--- config.mk ---
export PLATFORM = sky130hd
export DESIGN_NAME = unpk_cmd_reg
export DESIGN_NICKNAME = d
export VERILOG_FILES = /design/src/rtl/unpk_cmd_pkg.sv /design/src/rtl/unpk_cmd_decode.sv /design/src/rtl/unpk_cmd_flags.sv /design/src/rtl/unpk_cmd_flush.sv /design/src/rtl/unpk_cmd_reg.sv
export SDC_FILE = /design/constraint.sdc
export NUM_CORES = 1
export LEC_CHECK = 0
export CORE_MARGIN = 5
export CORE_UTILIZATION = 45
export DETAILED_ROUTE_END_ITERATION = 10
export DONT_BUFFER_PORTS = 1
export GPL_TIMING_DRIVEN = 0
export HOLD_SLACK_MARGIN = 0.02
export SLEW_MARGIN = 20
export SYNTH_ARGS = -nofsm -noshare
export SYNTH_HDL_FRONTEND = slang
export SYNTH_SLANG_ARGS = --single-unit
--- constraint.sdc ---
create_clock -name clk_i -period 0.8 [get_ports clk_i]
set_clock_uncertainty 0.15 [all_clocks]
set_input_delay 0.08 -clock clk_i [delete_from_list [all_inputs] [get_ports clk_i]]
set_output_delay 0.08 -clock clk_i [all_outputs]
set_load 0.005 [all_outputs]
--- src/rtl/unpk_cmd_pkg.sv ---
package unpk_cmd_pkg;
  localparam int NCMD       = 4;
  localparam int CMD_FLUSH  = 0;
  localparam int CMD_BRK    = 1;
  localparam int CMD_STOP   = 2;
  localparam int CMD_CANCEL = 3;

  // field order matches bit positions (MSB first)
  typedef struct packed {
    logic cancel;
    logic stop;
    logic brk;
    logic flush;
  } cmd_t;
endpackage

--- src/rtl/unpk_cmd_decode.sv ---
module unpk_cmd_decode
  import unpk_cmd_pkg::*;
#(
  parameter int DATA_W = 32
) (
  input  logic              wr_en_i,
  input  logic [DATA_W-1:0] wr_data_i,
  output cmd_t              cmd_o
);
  logic [NCMD-1:0] cmd_v;
  logic            unused_data;

  for (genvar i = 0; i < NCMD; i++) begin : g_bit
    assign cmd_v[i] = wr_en_i & wr_data_i[i];
  end

  assign cmd_o       = cmd_t'(cmd_v);
  assign unused_data = ^wr_data_i[DATA_W-1:NCMD];
endmodule

--- src/rtl/unpk_cmd_flags.sv ---
module unpk_cmd_flags
  import unpk_cmd_pkg::*;
(
  input  logic clk_i,
  input  logic rst_ni,
  input  cmd_t cmd_i,
  input  logic boundary_i,
  input  logic irq_hold_i,
  output logic stop_pend_o,
  output logic stop_stat_o,
  output logic brk_stat_o
);
  logic pend_d, stat_d, brk_d;

  // boundary transfer first, then commands least to most overriding
  always_comb begin
    pend_d = stop_pend_o;
    stat_d = stop_stat_o;
    brk_d  = brk_stat_o;
    if (boundary_i && stop_pend_o && !irq_hold_i) begin
      stat_d = 1'b1;
      pend_d = 1'b0;
    end
    if (cmd_i.cancel) begin
      stat_d = 1'b0;
      pend_d = 1'b0;
    end
    if (cmd_i.stop) pend_d = 1'b1;
    if (cmd_i.brk)  brk_d  = 1'b1;
    if (cmd_i.flush) begin
      pend_d = 1'b0;
      stat_d = 1'b0;
      brk_d  = 1'b0;
    end
  end

  always_ff @(posedge clk_i or negedge rst_ni) begin
    if (!rst_ni) begin
      stop_pend_o <= 1'b0;
      stop_stat_o <= 1'b0;
      brk_stat_o  <= 1'b0;
    end else begin
      stop_pend_o <= pend_d;
      stop_stat_o <= stat_d;
      brk_stat_o  <= brk_d;
    end
  end
endmodule

--- src/rtl/unpk_cmd_flush.sv ---
module unpk_cmd_flush #(
  parameter int PTR_W = 8
) (
  input  logic             clk_i,
  input  logic             rst_ni,
  input  logic             req_i,
  input  logic [PTR_W-1:0] pc_word_i,
  output logic             flush_o,
  output logic [PTR_W-1:0] flush_ptr_o
);
  localparam logic [PTR_W-1:0] ONE = PTR_W'(1);

  always_ff @(posedge clk_i or negedge rst_ni) begin
    if (!rst_ni) begin
      flush_o     <= 1'b0;
      flush_ptr_o <= '0;
    end else begin
      flush_o <= req_i;
      if (req_i) flush_ptr_o <= pc_word_i + ONE;
    end
  end
endmodule

--- src/rtl/unpk_cmd_reg.sv ---
module unpk_cmd_reg
  import unpk_cmd_pkg::*;
#(
  parameter int DATA_W = 32,
  parameter int PTR_W  = 8
) (
  input  logic              clk_i,
  input  logic              rst_ni,
  input  logic              wr_en_i,
  input  logic [DATA_W-1:0] wr_data_i,
  output logic [DATA_W-1:0] rd_data_o,
  input  logic              insn_boundary_i,
  input  logic [PTR_W-1:0]  pc_word_i,
  input  logic              irq_stall_i,
  input  logic              irq_mask_i,
  output logic              stop_pend_o,
  output logic              stop_stat_o,
  output logic              brk_stat_o,
  output logic              flush_o,
  output logic [PTR_W-1:0]  flush_ptr_o,
  output logic              hold_o
);
  cmd_t cmd;
  logic irq_hold;

  assign irq_hold  = irq_stall_i & ~irq_mask_i;
  assign rd_data_o = '0;

  unpk_cmd_decode #(.DATA_W(DATA_W)) u_dec (
    .wr_en_i   (wr_en_i),
    .wr_data_i (wr_data_i),
    .cmd_o     (cmd)
  );

  unpk_cmd_flags u_flags (
    .clk_i       (clk_i),
    .rst_ni      (rst_ni),
    .cmd_i       (cmd),
    .boundary_i  (insn_boundary_i),
    .irq_hold_i  (irq_hold),
    .stop_pend_o (stop_pend_o),
    .stop_stat_o (stop_stat_o),
    .brk_stat_o  (brk_stat_o)
  );

  unpk_cmd_flush #(.PTR_W(PTR_W)) u_flush (
    .clk_i       (clk_i),
    .rst_ni      (rst_ni),
    .req_i       (cmd.flush),
    .pc_word_i   (pc_word_i),
    .flush_o     (flush_o),
    .flush_ptr_o (flush_ptr_o)
  );

  assign hold_o = stop_stat_o | brk_stat_o | irq_hold;
endmodule

==> qor.txt, run 1 <==
Result of the run - finished with violations
Summed instance area of the synthesized netlist - 797.0 sq um
Yosys warnings - 0
Cell at the root of the clock tree - clkbuf_4
Arrival time at the worst endpoint - 1.07 ns
Final Worst Setup Slack - -0.5016 ns
Area growth from synthesis to final layout - 36.74%
Violations in the final reports - negative hold slack, negative setup slack
Worst-case vdd ir drop - 0.001026 V
Maximum count of clock buffers along a single path - 2
Area of the die - 0.002713 sq mm
Detailed Route WL - 1651 um
Final critical-path share of the clock period - 162.7%
Global Route Usage Sum - 11.68%
Maximum level of the CTS H-tree - 1
Initial core utilization - 46.67%
Number of DRC markers after the initial detailed-route iteration - 7
Type of the worst setup path - flop to primary output
Crit path capture type - primary output
Sum of overflow across all layers after global routing - 0
Drc violations - 0
Worst min-delay path category - primary input to async pin
Die extent in x - 52.09 um
Number of search-and-repair iterations in the first detailed-routing pass - 4
Setup repair after global routing missed its margin - true
Ordered list of cells on the worst path - or3_1
Core area - 0.001708 sq mm
Data required time of the critical path - 0.57 ns
Top FF cell, synth - dfrtp_1
Asr flop ratio synth - 100.0%
TritonCTS clock tree - done
Core occupancy in the finished layout - 63.81%
Die Y-Extent - 52.09 um
Reported max-cap violation count - 0
Maximum frequency from static timing analysis - 768.3 MHz
Number of flops mapped to enable cells by yosys - 0
Final slew viol count - 0
Fraction of final layout cells with drive strength greater than 1 - 31.58%
Part of the Yosys area used for sequential elements - 37.68%
WL/cell - 10.45 um
Total CTS buffers - 3
Final HPWL from detailed placement - 1371 um
Antenna Violating Nets Remaining - 0
Family with the most delay on the worst path - flip-flops
Count of vias placed by the detailed router - 644
Crit path largest cell delay - 0.41 ns
Vias per cell - 4.076
I/O Pins - 91
Via count of the first global-routing pass - 527
Count of distinct cell types in the synthesized netlist - 20
Master of the slowest instance on the critical path - dfrtp_1
Highest fanout seen on the critical path - 3
Placed cell count - 148
Number of cells produced by synthesis - 92
Number of flip-flops and latches in the synthesized netlist - 12
Hold Worst Slack - -0.3046 ns
Worst path bufs/invs - 0
Maximum number of pins on one net before global-route repair - 13
Total number of placement rows - 15
GPL Wtd Cong - 0.7434
Count of non-filler cells in the finished layout - 158
Leak - 0.6141 nW
Port buffer count - 0
Latest clock arrival within the worst-skew pair - 0.27 ns
Final-report setup violation count - 16
Final worst path period need - 1.302 ns
Worst Tran Pin Value - 0.5394 ns
Count of nets after finishing - 181
Count of hold-fix buffers inserted at cts - 6
Worst-path clk slew - 0.08 ns
Wire length of the first global-routing pass - 2318 um
Antenna violations before repair - 0
Relative slew slack - 64.04%
Startpoint type of the worst setup path - flop
Pwr Density - 1437 mW/mm^2
Final count of hold timing violations - 22
Mean Syn Cell Area - 8.663 sq um
Inserted Diodes - 0
Number of clock sinks - 12
[cell families (layout without fill, tap and decap cells)]
kind of cell	after synthesis	in the layout	share of synthesized area (%)
compound gates	14	14	10.20
other cells	1	32	0.4705
xor+xnor	3	3	3.297
flops	12	12	37.68
simple gates	27	27	15.70
buf+inv	34	44	31.08
fa+ha+maj	1	1	1.570
[cell type report]
type,instances,area (sq um)
inverters,2,10.01
clock buffers,4,36.28
well taps,25,31.28
plain buffers,32,240.2
repair buffers,6,70.07
fillers,154,618.1
multi-input cells,77,401.6
flip-flops and latches,12,300.3
[where the power goes]
group / leakage, nW / switching [mW] / internal, mW
clock network: 0.0210 / 0.205 / 0.276
logic: 0.447 / 0.151 / 0.189
registers: 0.146 / 0.0655 / 0.681
total: 0.614 / 0.421 / 1.15
[stage by stage]
step / TNS, ns / total power [mW] / area (sq um) / hold slack, ns / setup WS, ns
after global placement: -0.9079 / 1.030 / 968.4 / -0.3652 / -0.2105
after detailed placement: -0.9668 / 1.038 / 968.4 / -0.3653 / -0.2090
after floorplan: -0.6683 / 0.9976 / 937.1 / -0.3656 / -0.1861
final: -2.210 / 1.567 / 1090 / -0.3046 / -0.5016
after global routing: -3.075 / 1.682 / 1090 / -0.2886 / -0.5455
after CTS: -5.325 / 1.568 / 1065 / -0.2568 / -0.5159
[cell usage after synthesis (all sizes together) (2+ instances only)]
cell	n	area share, %
xor2	2	2.2
or3	4	3.1
o21ai	8	5.0
a31oi	3	2.4
nand2	12	5.7
buf	32	30
nand3	3	2.5
nor2	6	2.8
dfrtp	12	38
[flip-flops by register name (all words and copies together) (netlist names)]
signal / flops
u_flags.stop_pend_o: 1
u_flush.flush_ptr_o: 8
u_flags.stop_stat_o: 1
u_flush.flush_o: 1
u_flags.brk_stat_o: 1
[cell usage in the layout, fill, tap and decap left out, types with 2 or more instances in the layout]
cell,count
clkbuf_4,3
buf_4,32
a31oi_1,3
o21ai_0,3
xor2_1,2
dlygate4sd3_1,2
nor2_1,6
o21ai_1,5
nand2_1,10
nand3_1,2
dlymetal6s4s_1,4
conb_1,32
dfrtp_1,12
or3_1,4
[per-layer routing]
| metal | up-vias | GRT usage, % | part of all wire [%] |
|---|---|---|---|
| met5 | - | 0 | 0 |
| met1 | 286 | 12.79 | 33 |
| met4 | 0 | 6.550 | 0 |
| li1 | 322 | - | - |
| met3 | 0 | 4.585 | 15 |
| met2 | 36 | 19.04 | 52 |
[repair_timing]
action,4_1_cts,5_1_grt
cloned,0,0
setup buffers,0,0
endpoints found under the setup margin,23,30
pin swaps,3,2
gates resized for setup,4,8
hold endpoints to repair,24,22
[worst paths after layout]
check | start | cells after the start | endpoint | slack [ns]
max in group asynchronous | rst_ni | 1 | u_flush.flush_ptr_o[7] | 0.45
worst min register to register | u_flush.flush_ptr_o[1] | 2 | u_flush.flush_ptr_o[1] | 0.37
worst max register to register | u_flags.stop_pend_o | 3 | u_flags.stop_stat_o | -0.22
min in group clk_i | pc_word_i[0] | 1 | u_flush.flush_ptr_o[0] | -0.25
worst min-delay path | rst_ni | 1 | u_flush.flush_ptr_o[1] | -0.30
worst max-delay path | u_flags.brk_stat_o | 1 | hold_o | -0.50
(Power assumes the default switching activity.)
==> run 2: changes to the inputs <==
Settings changed: ABC_AREA set to 1.
==> qor.txt, run 2 <==
Result of the run - finished with violations
Violations in the final reports - negative hold slack, negative setup slack
Number of clock sinks - 12 (unchanged)
Number of flip-flops and latches in the synthesized netlist - 12 (unchanged)
Arrival time at the worst endpoint - 0.87 ns (-0.20 ns)
WL/cell - 9.994 um (-4.4%)
Final-report setup violation count - 17 (+1)
Worst min-delay path category - primary input to async pin
Final slew viol count - 0 (unchanged)
TritonCTS clock tree - done
Number of DRC markers after the initial detailed-route iteration - 2 (-5)
Relative slew slack - 63.95% (-0.088 points)
Initial core utilization - 48.35% (+1.7 points)
Final Worst Setup Slack - -0.2965 ns (+0.2051 ns)
Multi-input logic area - 416.7 sq um (+3.7%)
Total CTS buffers - 3 (unchanged)
Sequential power share - 47.7% (about the same)
Area growth from synthesis to final layout - 29.32%
Cell at the root of the clock tree - clkbuf_4
Final critical-path share of the clock period - 137.1% (-26 points)
Vias per cell - 3.960 (-2.8%)
Die extent in x - 53.77 um (+3.2%)
Die Y-Extent - 53.77 um (+3.2%)
Maximum count of clock buffers along a single path - 2 (unchanged)
Maximum level of the CTS H-tree - 1 (unchanged)
Port buffer count - 0 (unchanged)
Cells taking the most area after synthesis - dfrtp_1 35%, buf_4 29%, nand2_1 12%
Final count of hold timing violations - 24 (+9.1%)
Count of distinct cell types in the synthesized netlist - 17 (-15%)
Data required time of the critical path - 0.57 ns (about the same)
Net load switching power - 415.9 uW (-1.1%)
Startpoint type of the worst setup path - flop
Worst-case vdd ir drop - 0.0008096 V (-21%)
Count of non-filler cells in the finished layout - 176 (+11%)
Fillers - 180 (+17%)
Sum of overflow across all layers after global routing - 0 (unchanged)
Core area - 0.001783 sq mm (+4.4%)
Number of post-CTS setup repair buffers - 0 (unchanged)
Count of cells along the worst register-to-register path - 3 (unchanged)
Reported max-cap violation count - 0 (unchanged)
Worst-path clk slew - 0.07 ns (about the same)
Area of the die - 0.002891 sq mm (+6.6%)
Hold Worst Slack - -0.2982 ns (+0.006335 ns)
Inserted Diodes - 0 (unchanged)
GPL Wtd Cong - 0.7960 (+7.1%)
Switching share of power - 26.73% (-0.12 points)
Max FFs per register - 8 (unchanged)
Portion of total power attributed to combinational logic - 22.2% (+0.5 points)
Setup repair after global routing missed its margin - true
Drc violations - 0 (unchanged)
Global Route Usage Sum - 11.99% (+0.31 points)
Worst Tran Pin Value - 0.5407 ns (+0.001327 ns)
Combined flip-flop and latch cell area - 300.3 sq um (unchanged)
Total power after layout - 1.556 mW (-0.70%)
Number of flops mapped to enable cells by yosys - 0 (unchanged)
Final worst path period need - 1.097 ns (-0.2051 ns)
RR Startpoint - u_flags.stop_pend_o
Final HPWL from detailed placement - 1461 um (+6.6%)
Crit path capture type - primary output
Maximum frequency from static timing analysis - 912.0 MHz (+19%)
List of most frequent post-synthesis cells - 33 x buf_4, 27 x nand2_1, 12 x dfrtp_1
Top library cells by usage in the layout, fill and taps aside - 33 x buf_4, 32 x conb_1, 27 x nand2_1
Mean Syn Cell Area - 7.697 sq um (-11%)
Total number of placement rows - 15 (unchanged)
Wire length of the first global-routing pass - 2456 um (+6.0%)
Count of vias placed by the detailed router - 697 (+8.2%)
Number of search-and-repair iterations in the first detailed-routing pass - 2 (-2)
Placed cell count - 168 (+14%)
Top FF cell, synth - dfrtp_1
Fraction of final layout cells with drive strength greater than 1 - 29.80% (-1.8 points)
I/O Pins - 91 (unchanged)
Via count of the first global-routing pass - 575 (+9.1%)
Highest fanout seen on the critical path - 3 (unchanged)
Yosys warnings - 0 (unchanged)
Type of the worst setup path - flop to primary output
Maximum number of pins on one net before global-route repair - 13 (unchanged)
Largest Register - u_flush.flush_ptr_o
Pwr Density - 1395 mW/mm^2 (-2.9%)
Most used standard cell by instance count after synthesis - buf_4
Part of the Yosys area used for sequential elements - 34.83% (-2.8 points)
Count of nets after finishing - 199 (+9.9%)
Antenna violations before repair - 0 (unchanged)
Most common library cell in the layout ignoring fill and taps - buf_4
Area leader, netlist - dfrtp_1
Asr flop ratio synth - 100.0% (unchanged)
Endpoint of the most critical register-to-register path - u_flags.stop_pend_o
Core occupancy in the finished layout - 62.53% (-1.3 points)
Summed instance area of the synthesized netlist - 862.1 sq um (+8.2%)
Detailed Route WL - 1759 um (+6.5%)
Count of hold-fix buffers inserted at cts - 4 (-2)
Share of the synthesized area in the top cell type - 34.83% (-2.8 points)
Number of cells produced by synthesis - 112 (+22%)
Register-to-register setup slack - -0.10 ns (+0.12 ns)
Antenna Violating Nets Remaining - 0 (unchanged)
Total internal power - 1.140 mW (-0.54%)
Proportion of power drawn by the clock network - 30.1% (-0.6 points)
Leak - 0.6619 nW (+7.8%)
Latest clock arrival within the worst-skew pair - 0.27 ns (about the same)
[run 2: changes by cell type after synthesis, moves of 2 or more]
cell / change
o21ai_1: +2
a31oi_1: -3
nand2_1: +15
o21bai_1: +3
xor2_1: -2
inv_1: +6
nor2_2: +2
nand2_2: +2
or3_1: -4
nand3_1: +7
o21ai_0: -6
[run 2: power by group through the flow]
stage | combinational (mW) | sequential [mW] | clock [mW]
global route | 0.397 | 0.751 | 0.512
global placement | 0.299 | 0.756 | 0
floorplan | 0.278 | 0.738 | 0
CTS | 0.334 | 0.747 | 0.488
detailed placement | 0.301 | 0.758 | 0
finish | 0.345 | 0.742 | 0.468
[run 2: cell type report]
type                            count  share of cell area (%)
Multi-Input combinational cell     90                   37.37
Inverter                            8                   3.143
Tap cell                           25                   2.806
Buffer                             33                   22.22
Sequential cell                    12                   26.94
Timing Repair Buffer                4                   4.265
Clock buffer                        4                   3.255
[run 2: through the flow]
stage	setup WS (ns)	hold slack (ns)	setup TNS (ns)	instance area, sq um
after floorplan	-0.02220	-0.3656	-0.04353	991.0
after global placement	-0.08596	-0.3652	-0.2305	1022
after detailed placement	-0.08640	-0.3651	-0.2349	1022
after CTS	-0.3001	-0.2632	-2.158	1104
final	-0.2965	-0.2982	-1.700	1115
after global routing	-0.3509	-0.2680	-2.307	1115
[run 2: kinds of logic after synthesis]
family / Yosys count / share of synthesized area [%]
AO/OA/AOI/OAI: 10 / 6.967
adder cells (fa/ha/maj): 1 / 1.451
buffers and inverters: 41 / 32.80
flip-flops: 12 / 34.83
other: 1 / 0.4350
AND/OR/NAND/NOR: 47 / 23.51
[run 2: timing repair]
| action | in CTS | in global routing |
|---|---|---|
| endpoints found under the setup margin | 17 | 35 |
| resized for setup | 2 | 4 |
| pin swaps | 3 | 8 |
| hold endpoints to repair | 24 | 24 |
| gates cloned | 0 | 0 |
[run 2: critical path: stages, from the launching register on]
cell     delay, ns
dfrtp_1       0.41
nor2_1        0.12
nand2_1       0.07
[run 2: layer usage]
layer  track usage [%]  share of wire, %  wire [um]  vias to the layer above
met1             13.80                38        662                      285
met2             18.35                47        834                       41
met4             8.936               1.1         19                        0
met5                 0                 0          0                        -
li1                  -                 -          -                      369
met3             3.878                14        242                        2
[run 2: how the worst max path moves through the flow]
stage / from / endpoint / cells after the start
final: u_flags.stop_stat_o / hold_o / 2
after global routing: u_flags.stop_stat_o / hold_o / 2
after global placement: u_flags.stop_pend_o / u_flags.stop_stat_o / 2
after CTS: u_flags.stop_stat_o / hold_o / 2
after floorplan: u_flags.stop_pend_o / u_flags.stop_pend_o / 3
after detailed placement: u_flags.stop_pend_o / u_flags.stop_stat_o / 2
